## config.mk

```make
export PLATFORM = sky130hd
export DESIGN_NAME = cia_adder
export DESIGN_NICKNAME = d
export VERILOG_FILES = /design/src/rtl/cia_pkg.sv /design/src/rtl/cia_pg_bits.sv /design/src/rtl/cia_group.sv /design/src/rtl/cia_sum_xor.sv /design/src/rtl/cia_adder.sv
export SDC_FILE = /design/constraint.sdc
export NUM_CORES = 1
export LEC_CHECK = 0
export BUFFER_PORTS_ARGS = -buffer_cell sky130_fd_sc_hd__buf_2
export CAP_MARGIN = 20
export CORE_MARGIN = 2
export CORE_UTILIZATION = 35
export DETAILED_ROUTE_END_ITERATION = 16
export PLACE_DENSITY_LB_ADDON = 0.08
export SYNTH_ARGS = -nofsm -noshare
export SYNTH_HDL_FRONTEND = slang
export SYNTH_HIERARCHICAL = 1
export SYNTH_SLANG_ARGS = --single-unit
```

## constraint.sdc

```tcl
create_clock -name vclk -period 9.5
set_clock_uncertainty 0.05 [all_clocks]
set_input_delay 0.95 -clock vclk [all_inputs]
set_output_delay 0.95 -clock vclk [all_outputs]
set_load 0.02 [all_outputs]
```

## src/rtl/cia_pkg.sv

```systemverilog
package cia_pkg;

  // Unclipped size of group k.
  function automatic int raw_size(int k, int base, int grow);
    return (grow != 0) ? base + k : base;
  endfunction

  // Lowest bit index of group k (clipped to width).
  function automatic int grp_lo(int k, int width, int base, int grow);
    int lo;
    lo = 0;
    for (int i = 0; i < k; i++) begin
      lo += raw_size(i, base, grow);
      if (lo > width) lo = width;
    end
    return lo;
  endfunction

  // Size of group k after truncation at the top of the word.
  function automatic int grp_size(int k, int width, int base, int grow);
    int lo;
    int sz;
    lo = grp_lo(k, width, base, grow);
    sz = raw_size(k, base, grow);
    if (lo >= width) sz = 0;
    else if (lo + sz > width) sz = width - lo;
    return sz;
  endfunction

  function automatic int num_grps(int width, int base, int grow);
    int n;
    n = 0;
    for (int i = 0; i < width; i++)
      if (grp_lo(i, width, base, grow) < width) n++;
    return n;
  endfunction

endpackage

```

## src/rtl/cia_pg_bits.sv

```systemverilog
module cia_pg_bits #(
  parameter int WIDTH = 32
) (
  input  logic [WIDTH-1:0] a,
  input  logic [WIDTH-1:0] b,
  output logic [WIDTH-1:0] gen,
  output logic [WIDTH-1:0] prop
);
  always_comb begin
    gen  = a & b;
    prop = a ^ b;
  end
endmodule

```

## src/rtl/cia_group.sv

```systemverilog
module cia_group #(
  parameter int SZ = 4
) (
  input  logic [SZ-1:0] gen,
  input  logic [SZ-1:0] prop,
  input  logic          cg,
  output logic [SZ-1:0] cbit,
  output logic          cnext
);
  // Prefix terms assuming no group carry-in.
  logic [SZ-1:0] pre_g;
  logic [SZ-1:0] pre_p;

  assign pre_g[0] = gen[0];
  assign pre_p[0] = prop[0];
  assign cbit[0]  = cg;

  for (genvar i = 1; i < SZ; i++) begin : g_pre
    assign pre_g[i] = gen[i] | (prop[i] & pre_g[i-1]);
    assign pre_p[i] = prop[i] & pre_p[i-1];
    // Increment step: fold the late group carry into the prefix result.
    assign cbit[i]  = pre_g[i-1] | (pre_p[i-1] & cg);
  end

  assign cnext = pre_g[SZ-1] | (pre_p[SZ-1] & cg);
endmodule

```

## src/rtl/cia_sum_xor.sv

```systemverilog
module cia_sum_xor #(
  parameter int WIDTH = 32
) (
  input  logic [WIDTH-1:0] prop,
  input  logic [WIDTH-1:0] cbit,
  output logic [WIDTH-1:0] sum
);
  assign sum = prop ^ cbit;
endmodule

```

## src/rtl/cia_adder.sv

```systemverilog
module cia_adder #(
  parameter int WIDTH = 32,
  parameter int GRP   = 4,
  parameter int GROW  = 0
) (
  input  logic [WIDTH-1:0] a,
  input  logic [WIDTH-1:0] b,
  input  logic             cin,
  output logic [WIDTH-1:0] sum,
  output logic             cout
);
  import cia_pkg::*;

  localparam int NGRP = num_grps(WIDTH, GRP, GROW);

  logic [WIDTH-1:0] gen;
  logic [WIDTH-1:0] prop;
  logic [WIDTH-1:0] cbit;
  logic [NGRP:0]    gcarry;

  cia_pg_bits #(.WIDTH(WIDTH)) u_pg (
    .a(a), .b(b), .gen(gen), .prop(prop)
  );

  assign gcarry[0] = cin;

  for (genvar k = 0; k < NGRP; k++) begin : g_grp
    localparam int LO = grp_lo(k, WIDTH, GRP, GROW);
    localparam int SZ = grp_size(k, WIDTH, GRP, GROW);
    cia_group #(.SZ(SZ)) u_grp (
      .gen  (gen[LO+SZ-1:LO]),
      .prop (prop[LO+SZ-1:LO]),
      .cg   (gcarry[k]),
      .cbit (cbit[LO+SZ-1:LO]),
      .cnext(gcarry[k+1])
    );
  end

  cia_sum_xor #(.WIDTH(WIDTH)) u_sum (
    .prop(prop), .cbit(cbit), .sum(sum)
  );

  assign cout = gcarry[NGRP];
endmodule

```

==> results of run 1 <==
power by group through the flow:
stage | Clock (uW) | Combinational, uW | Sequential (uW)
floorplan | 0 | 104 | 0
global placement | 0 | 147 | 0
detailed placement | 0 | 149 | 0
CTS | 0 | 150 | 0
global route | 0 | 161 | 0
finish | 0 | 148 | 0
cell usage after synthesis:
cell type / n
sky130_fd_sc_hd__a21o_1: 32
sky130_fd_sc_hd__a31o_1: 8
sky130_fd_sc_hd__buf_4: 8
sky130_fd_sc_hd__ha_1: 32
sky130_fd_sc_hd__xor2_1: 32
through the flow:
| stage | cell area [um^2] | setup WS (ps) | std cells | hold WS, ps | utilization, % |
|---|---|---|---|---|---|
| 2_1_floorplan | 1051 | 2017 | 112 | 2067 | - |
| 3_3_place_gp | 1520 | 1702 | 233 | 2147 | 54.19 |
| 3_5_place_dp | 1520 | 1603 | 233 | 2151 | 54.19 |
| 4_1_cts | 1520 | 1569 | 233 | 2152 | 54.19 |
| 5_1_grt | 1520 | 1288 | 233 | 2162 | 54.19 |
| 6_report | 1520 | 1609 | 233 | 2150 | 54.19 |
layer usage:
metal | part of all wire, % | track usage (%) | routed length, um | vias to the layer above
met5 | 0 | 0 | 0 | -
met4 | 0.77 | 0.9740 | 19 | 0
met3 | 8.9 | 0.6593 | 221 | 2
met2 | 52 | 26.35 | 1288 | 52
met1 | 38 | 15.61 | 940 | 468
li1 | - | - | - | 592
final timing paths:
path,slack (ps),from,to,cells past startpoint
max,1610,a[0],sum[31],28
min,2150,cin,sum[0],3
kinds of logic (layout without fill, tap and decap cells):
kind of cell	count (synthesis)	count (layout)	synth area share [%]
AO/OA/AOI/OAI	40	40	29.52
XOR/XNOR	32	32	26.67
adder cells (fa/ha/maj)	32	32	38.09
buffers and inverters	8	98	5.715
worst max-delay path, stage by stage:
cell	delay [ps]
sky130_fd_sc_hd__buf_2	100
sky130_fd_sc_hd__ha_1	310
sky130_fd_sc_hd__a21o_1	180
sky130_fd_sc_hd__a21o_1	220
sky130_fd_sc_hd__a31o_1	250
sky130_fd_sc_hd__a21o_1	210
sky130_fd_sc_hd__a21o_1	210
sky130_fd_sc_hd__a31o_1	240
sky130_fd_sc_hd__a21o_1	200
sky130_fd_sc_hd__a21o_1	210
sky130_fd_sc_hd__a31o_1	240
sky130_fd_sc_hd__a21o_1	200
sky130_fd_sc_hd__a21o_1	210
sky130_fd_sc_hd__a31o_1	240
sky130_fd_sc_hd__a21o_1	210
sky130_fd_sc_hd__a21o_1	210
sky130_fd_sc_hd__a31o_1	240
sky130_fd_sc_hd__a21o_1	200
sky130_fd_sc_hd__a21o_1	210
sky130_fd_sc_hd__a31o_1	250
sky130_fd_sc_hd__a21o_1	210
sky130_fd_sc_hd__a21o_1	220
sky130_fd_sc_hd__a31o_1	250
sky130_fd_sc_hd__a21o_1	200
sky130_fd_sc_hd__a21o_1	210
sky130_fd_sc_hd__a21o_1	190
sky130_fd_sc_hd__xor2_1	140
sky130_fd_sc_hd__buf_2	180
area by class of cell:
class	count	area (um^2)	share of cell area [%]
timing repair buffer	98	490.5	32.26
multi-input combinational	104	991.0	65.19
tap	31	38.79	2.551
==> summary.md, run 1 <==
• result of the run: finished with violations
• violated checks: DRC
• leakage component of the power: 0.001060 uW
• minimum period implied by the final worst setup slack: 7891 ps
• horizontal die dimension: 58.80 um
• top cells by area in the synthesized netlist: sky130_fd_sc_hd__ha_1, sky130_fd_sc_hd__xor2_1, sky130_fd_sc_hd__a21o_1
• final-layout fill cell count: 267
• # hold bufs at CTS: 0
• std cell rows: 19
• count of buffers inserted at the top-level ports: 98
• power share of the sequential group: 0%
• worst-path maximum fanout: 3
• fraction of layout instances using a drive strength above 1: 48.51%
• share of the clock period used by the worst path after layout: 83.06%
• commonest cells after routing, fill and taps aside: sky130_fd_sc_hd__buf_2, sky130_fd_sc_hd__a21o_1, sky130_fd_sc_hd__ha_1, sky130_fd_sc_hd__xor2_1, sky130_fd_sc_hd__a31o_1
• remaining global-route overflow: 0
• DRC errors left: 8
• switching portion of total power: 58.06%
• number of global-route vias before repair: 1,019
• Hold WC Path Type: in2out
• routability cong.: 0.8500
• part of the total power dissipated in the clock network: 0%
• cell count after synthesis: 112
• number of design-rule violations left by the first detailed-router iteration: 26
• half-perimeter wire length after placement: 2314 um
• die span in y: 58.80 um
• VDD IR max: 0.00004610 V
• post-DR vias/cell: 4.781
• standard cell core area: 2805 um^2
• GRT Resource Usage Total: 13.11%
• number of clock buffers in the layout: 0
• max-cap viol count: 0
• average cell area after synthesis: 9.384 um^2
• Pwr Total: 148.2 uW
• starting density of the core: 37.47%
• setup repair after global routing missed its margin: false
• IO Pins: 98
• share of the synthesized area in the top cell type: 38.10%
• n_diodes: 0
• path type of the worst setup path: in2out
• worst endpoint required time: 8500 ps
• warnings from Yosys: 6
• Final #Nets: 301
• via count: 1,114
• top achievable clock speed: 126.7 MHz
• die area: 3457 um^2
• relative contribution of combinational cells to total power: 100.0%
• register cell area after layout: 0 um^2
• area delta synth->final: 44.64%
• commonest non-fill, non-tap cell in the layout: sky130_fd_sc_hd__buf_2
• hold violation count in the final report: 0
• number of setup buffers added after CTS: 0
• maximum number of pins on one net before global-route repair: 4
• power per unit of standard cell area: 97.47 nW/um^2
• number of distinct standard cells referenced by the synthesized netlist: 5
• number of gates given a new drive strength after cts: 0
• cell type with the highest aggregate area in the netlist: sky130_fd_sc_hd__ha_1
• Critical Path Sink Type: output port
• post-detailed-route wirelength per cell: 10.60 um
• fin. max-slew vios: 0
• number of flip-flops and latches: 0
• Slew @ Worst Pin: 136.7 ps
• global-route wire length before repair: 3829 um
• number of antenna violations at the first check in global routing: 0
• remaining antenna violation count after routing: 0
• data arrival at the endpoint of the critical path: 6890 ps
• synthesized cell area: 1051 um^2
• post-synth net total: 209
• number of iterations in the first detailed-routing pass: 10
• fraction of the yosys area taken by sequential cells: 0%
• Setup crit start kind: input pin
• worst-case headroom to the max-slew limit: 90.86%
• Final TNS setup: 0 ps
• internal portion of total power: 62.15 uW
• wire length reported by the detailed router: 2470 um
• Setup Viol. Count Final: 0
• Net Switching: 86.03 uW
(Power assumes the default switching activity.)
==> inputs of run 2 (changes only) <==
- ABC_AREA: default -> 1
- clock period: 9.5 -> 6.98 ns (I/O delays scaled with it)
==> summary.md, run 2 <==
• top cells by area in the synthesized netlist: sky130_fd_sc_hd__nand2_1, sky130_fd_sc_hd__ha_1, sky130_fd_sc_hd__inv_1, was sky130_fd_sc_hd__ha_1, sky130_fd_sc_hd__xor2_1, sky130_fd_sc_hd__a21o_1
• Setup crit start kind: input pin, unchanged
• starting density of the core: 36.78%, was 37.47%
• # hold bufs at CTS: 0, unchanged
• wire length reported by the detailed router: 3624 um, was 2470 um
• area delta synth->final: 29.03%, was 44.64%
• number of setup buffers added after CTS: 0, unchanged
• number of antenna violations at the first check in global routing: 0, unchanged
• minimum period implied by the final worst setup slack: 4476 ps
• count of buffers inserted at the top-level ports: 98, unchanged
• Critical Path Sink Type: output port, unchanged
• setup repair after global routing missed its margin: false, unchanged
• post-synth net total: 433, was 209
• Final TNS setup: 0 ps, unchanged
• routability cong.: 0.7599, was 0.8500
• hold violation count in the final report: 0, unchanged
• result of the run: finished clean, was finished with violations
• DRC errors left: 0, was 8
• GRT Resource Usage Total: 12.78%, was 13.11%
• fin. max-slew vios: 0, unchanged
• commonest cells after routing, fill and taps aside: sky130_fd_sc_hd__nand2_1, sky130_fd_sc_hd__buf_2, sky130_fd_sc_hd__inv_1, was sky130_fd_sc_hd__buf_2, sky130_fd_sc_hd__a21o_1, sky130_fd_sc_hd__ha_1, sky130_fd_sc_hd__xor2_1, sky130_fd_sc_hd__a31o_1
• remaining antenna violation count after routing: 0, unchanged
• path type of the worst setup path: in2out, unchanged
• global-route wire length before repair: 6161 um, was 3829 um
• worst endpoint required time: 6230 ps, was 8500 ps
• share of the clock period used by the worst path after layout: 64.12%
• number of distinct standard cells referenced by the synthesized netlist: 10, was 5
• number of global-route vias before repair: 1,658, was 1,019
• fraction of the yosys area taken by sequential cells: 0%, unchanged
• maximum number of pins on one net before global-route repair: 7, was 4
• via count: 2,025, was 1,114
• cell count after synthesis: 336, was 112
• remaining global-route overflow: 0, unchanged
• post-DR vias/cell: 4.108, was 4.781
• list of most frequent post-synthesis cells: sky130_fd_sc_hd__nand2_1, sky130_fd_sc_hd__inv_1, sky130_fd_sc_hd__ha_1, sky130_fd_sc_hd__nand2_2, sky130_fd_sc_hd__nand3_1, was sky130_fd_sc_hd__a21o_1, sky130_fd_sc_hd__ha_1, sky130_fd_sc_hd__xor2_1, sky130_fd_sc_hd__a31o_1, sky130_fd_sc_hd__buf_4
• IO Pins: 98, unchanged
• share of the synthesized area in the top cell type: 28.81%, was 38.10%
• average cell area after synthesis: 5.273 um^2, was 9.384 um^2
• Setup Viol. Count Final: 0, unchanged
• standard cell core area: 4817 um^2, was 2805 um^2
• fraction of layout instances using a drive strength above 1: 32.39%, was 48.51%
• horizontal die dimension: 75.15 um, was 58.80 um
• top achievable clock speed: 223.4 MHz
• post-route cell area: 2286 um^2, was 1520 um^2
• die area: 5647 um^2, was 3457 um^2
• cell type with the highest aggregate area in the netlist: sky130_fd_sc_hd__nand2_1, was sky130_fd_sc_hd__ha_1
• most common cell in the netlist: sky130_fd_sc_hd__nand2_1
• post-route worst hold slack: 1733 ps, was 2150 ps
• std cell rows: 25, was 19
• synthesized cell area: 1772 um^2, was 1051 um^2
• data arrival at the endpoint of the critical path: 3730 ps, was 6890 ps
• number of design-rule violations left by the first detailed-router iteration: 35, was 26
• number of iterations in the first detailed-routing pass: 4, was 10
• half-perimeter wire length after placement: 3328 um, was 2314 um
• Slew @ Worst Pin: 158.0 ps, was 136.7 ps
• warnings from Yosys: 6, unchanged
• number of flip-flops and latches: 0, unchanged
• register cell area after layout: 0 um^2, unchanged
• Hold WC Path Type: in2out, unchanged
• worst-case headroom to the max-slew limit: 89.46%, was 90.86%
• number of clock buffers in the layout: 0, unchanged
• leakage component of the power: 0.001694 uW, was 0.001060 uW
• number of gates given a new drive strength after cts: 0, unchanged
• max-cap viol count: 0, unchanged
• commonest non-fill, non-tap cell in the layout: sky130_fd_sc_hd__nand2_1, was sky130_fd_sc_hd__buf_2
• final-layout fill cell count: 559, was 267
• Final #Nets: 525, was 301
• Placement Cell Area: 2286 um^2, was 1520 um^2
• post-detailed-route wirelength per cell: 7.351 um, was 10.60 um
• Multi-input gate area: 1351 um^2, was 991.0 um^2
• worst-path maximum fanout: 6, was 3
• VDD IR max: 0.00004235 V, was 0.00004610 V
• n_diodes: 0, unchanged
• die span in y: 75.15 um, was 58.80 um
• power per unit of standard cell area: 101.1 nW/um^2, was 97.47 nW/um^2
[run 2: metal layers]
| metal | track usage (%) | share of wire [%] | vias up |
|---|---|---|---|
| li1 | - | - | 1168 |
| met1 | 17.30 | 47 | 803 |
| met2 | 23.78 | 45 | 54 |
| met3 | 0.6693 | 7.5 | 0 |
| met4 | 0 | 0 | 0 |
| met5 | 0 | 0 | - |
[run 2: stage by stage]
| stage | instances | utilization, % | setup slack [ps] | total power (uW) |
|---|---|---|---|---|
| 5_1_grt | 493 | 47.45 | 2069 | 264.6 |
| 6_report | 493 | 47.45 | 2504 | 231.1 |
| 3_3_place_gp | 493 | 47.45 | 2547 | 231.8 |
| 3_5_place_dp | 493 | 47.45 | 2470 | 233.5 |
| 4_1_cts | 493 | 47.45 | 2465 | 234.6 |
| 2_1_floorplan | 336 | - | 3060 | 173.1 |
[run 2: critical path, stage by stage]
cell                      delay [ps]
sky130_fd_sc_hd__buf_2           100
sky130_fd_sc_hd__ha_1            340
sky130_fd_sc_hd__nand2_1          90
sky130_fd_sc_hd__nand2_2          60
sky130_fd_sc_hd__nand2_2          60
sky130_fd_sc_hd__nand2_1          50
sky130_fd_sc_hd__nand2_1          60
sky130_fd_sc_hd__nand3_2         110
sky130_fd_sc_hd__nand3_1         120
sky130_fd_sc_hd__nand3_2         140
sky130_fd_sc_hd__nand3_1         130
sky130_fd_sc_hd__nand3_2         130
sky130_fd_sc_hd__nand3_1         130
sky130_fd_sc_hd__nand3_2         140
sky130_fd_sc_hd__nand3_1         130
sky130_fd_sc_hd__nand3_2         130
sky130_fd_sc_hd__nand3_1         130
sky130_fd_sc_hd__nand3_2         140
sky130_fd_sc_hd__nand3_1         130
sky130_fd_sc_hd__nand3_2         140
sky130_fd_sc_hd__a31o_2          280
sky130_fd_sc_hd__inv_1            50
sky130_fd_sc_hd__nand2_1          40
sky130_fd_sc_hd__nand2_1          50
sky130_fd_sc_hd__buf_2           150
[run 2: path summary, 6_finish.rpt]
kind	from	end	slack (ps)	cells past startpoint
worst max-delay path	a[1]	sum[30]	2500	25
worst min-delay path	cin	sum[0]	1730	4
[run 2: layout make-up]
type | count | share of cell area, %
timing repair buffer | 98 | 21.46
tap | 67 | 3.667
inverter | 96 | 15.76
multi-input combinational | 232 | 59.11
[run 2: cell families (layout without fill, tap and decap cells)]
logic type	Yosys count	in the layout	synth area share [%]
AO/OA/AOI/OAI	16	16	7.345
adder cells (fa/ha/maj)	32	32	22.60
buffers and inverters	104	194	23.73
AND/OR/NAND/NOR	184	184	46.33
[run 2: report_power, final]
part	internal [uW]	switching [uW]
Clock	0	0
Combinational	90.1	141
Sequential	0	0
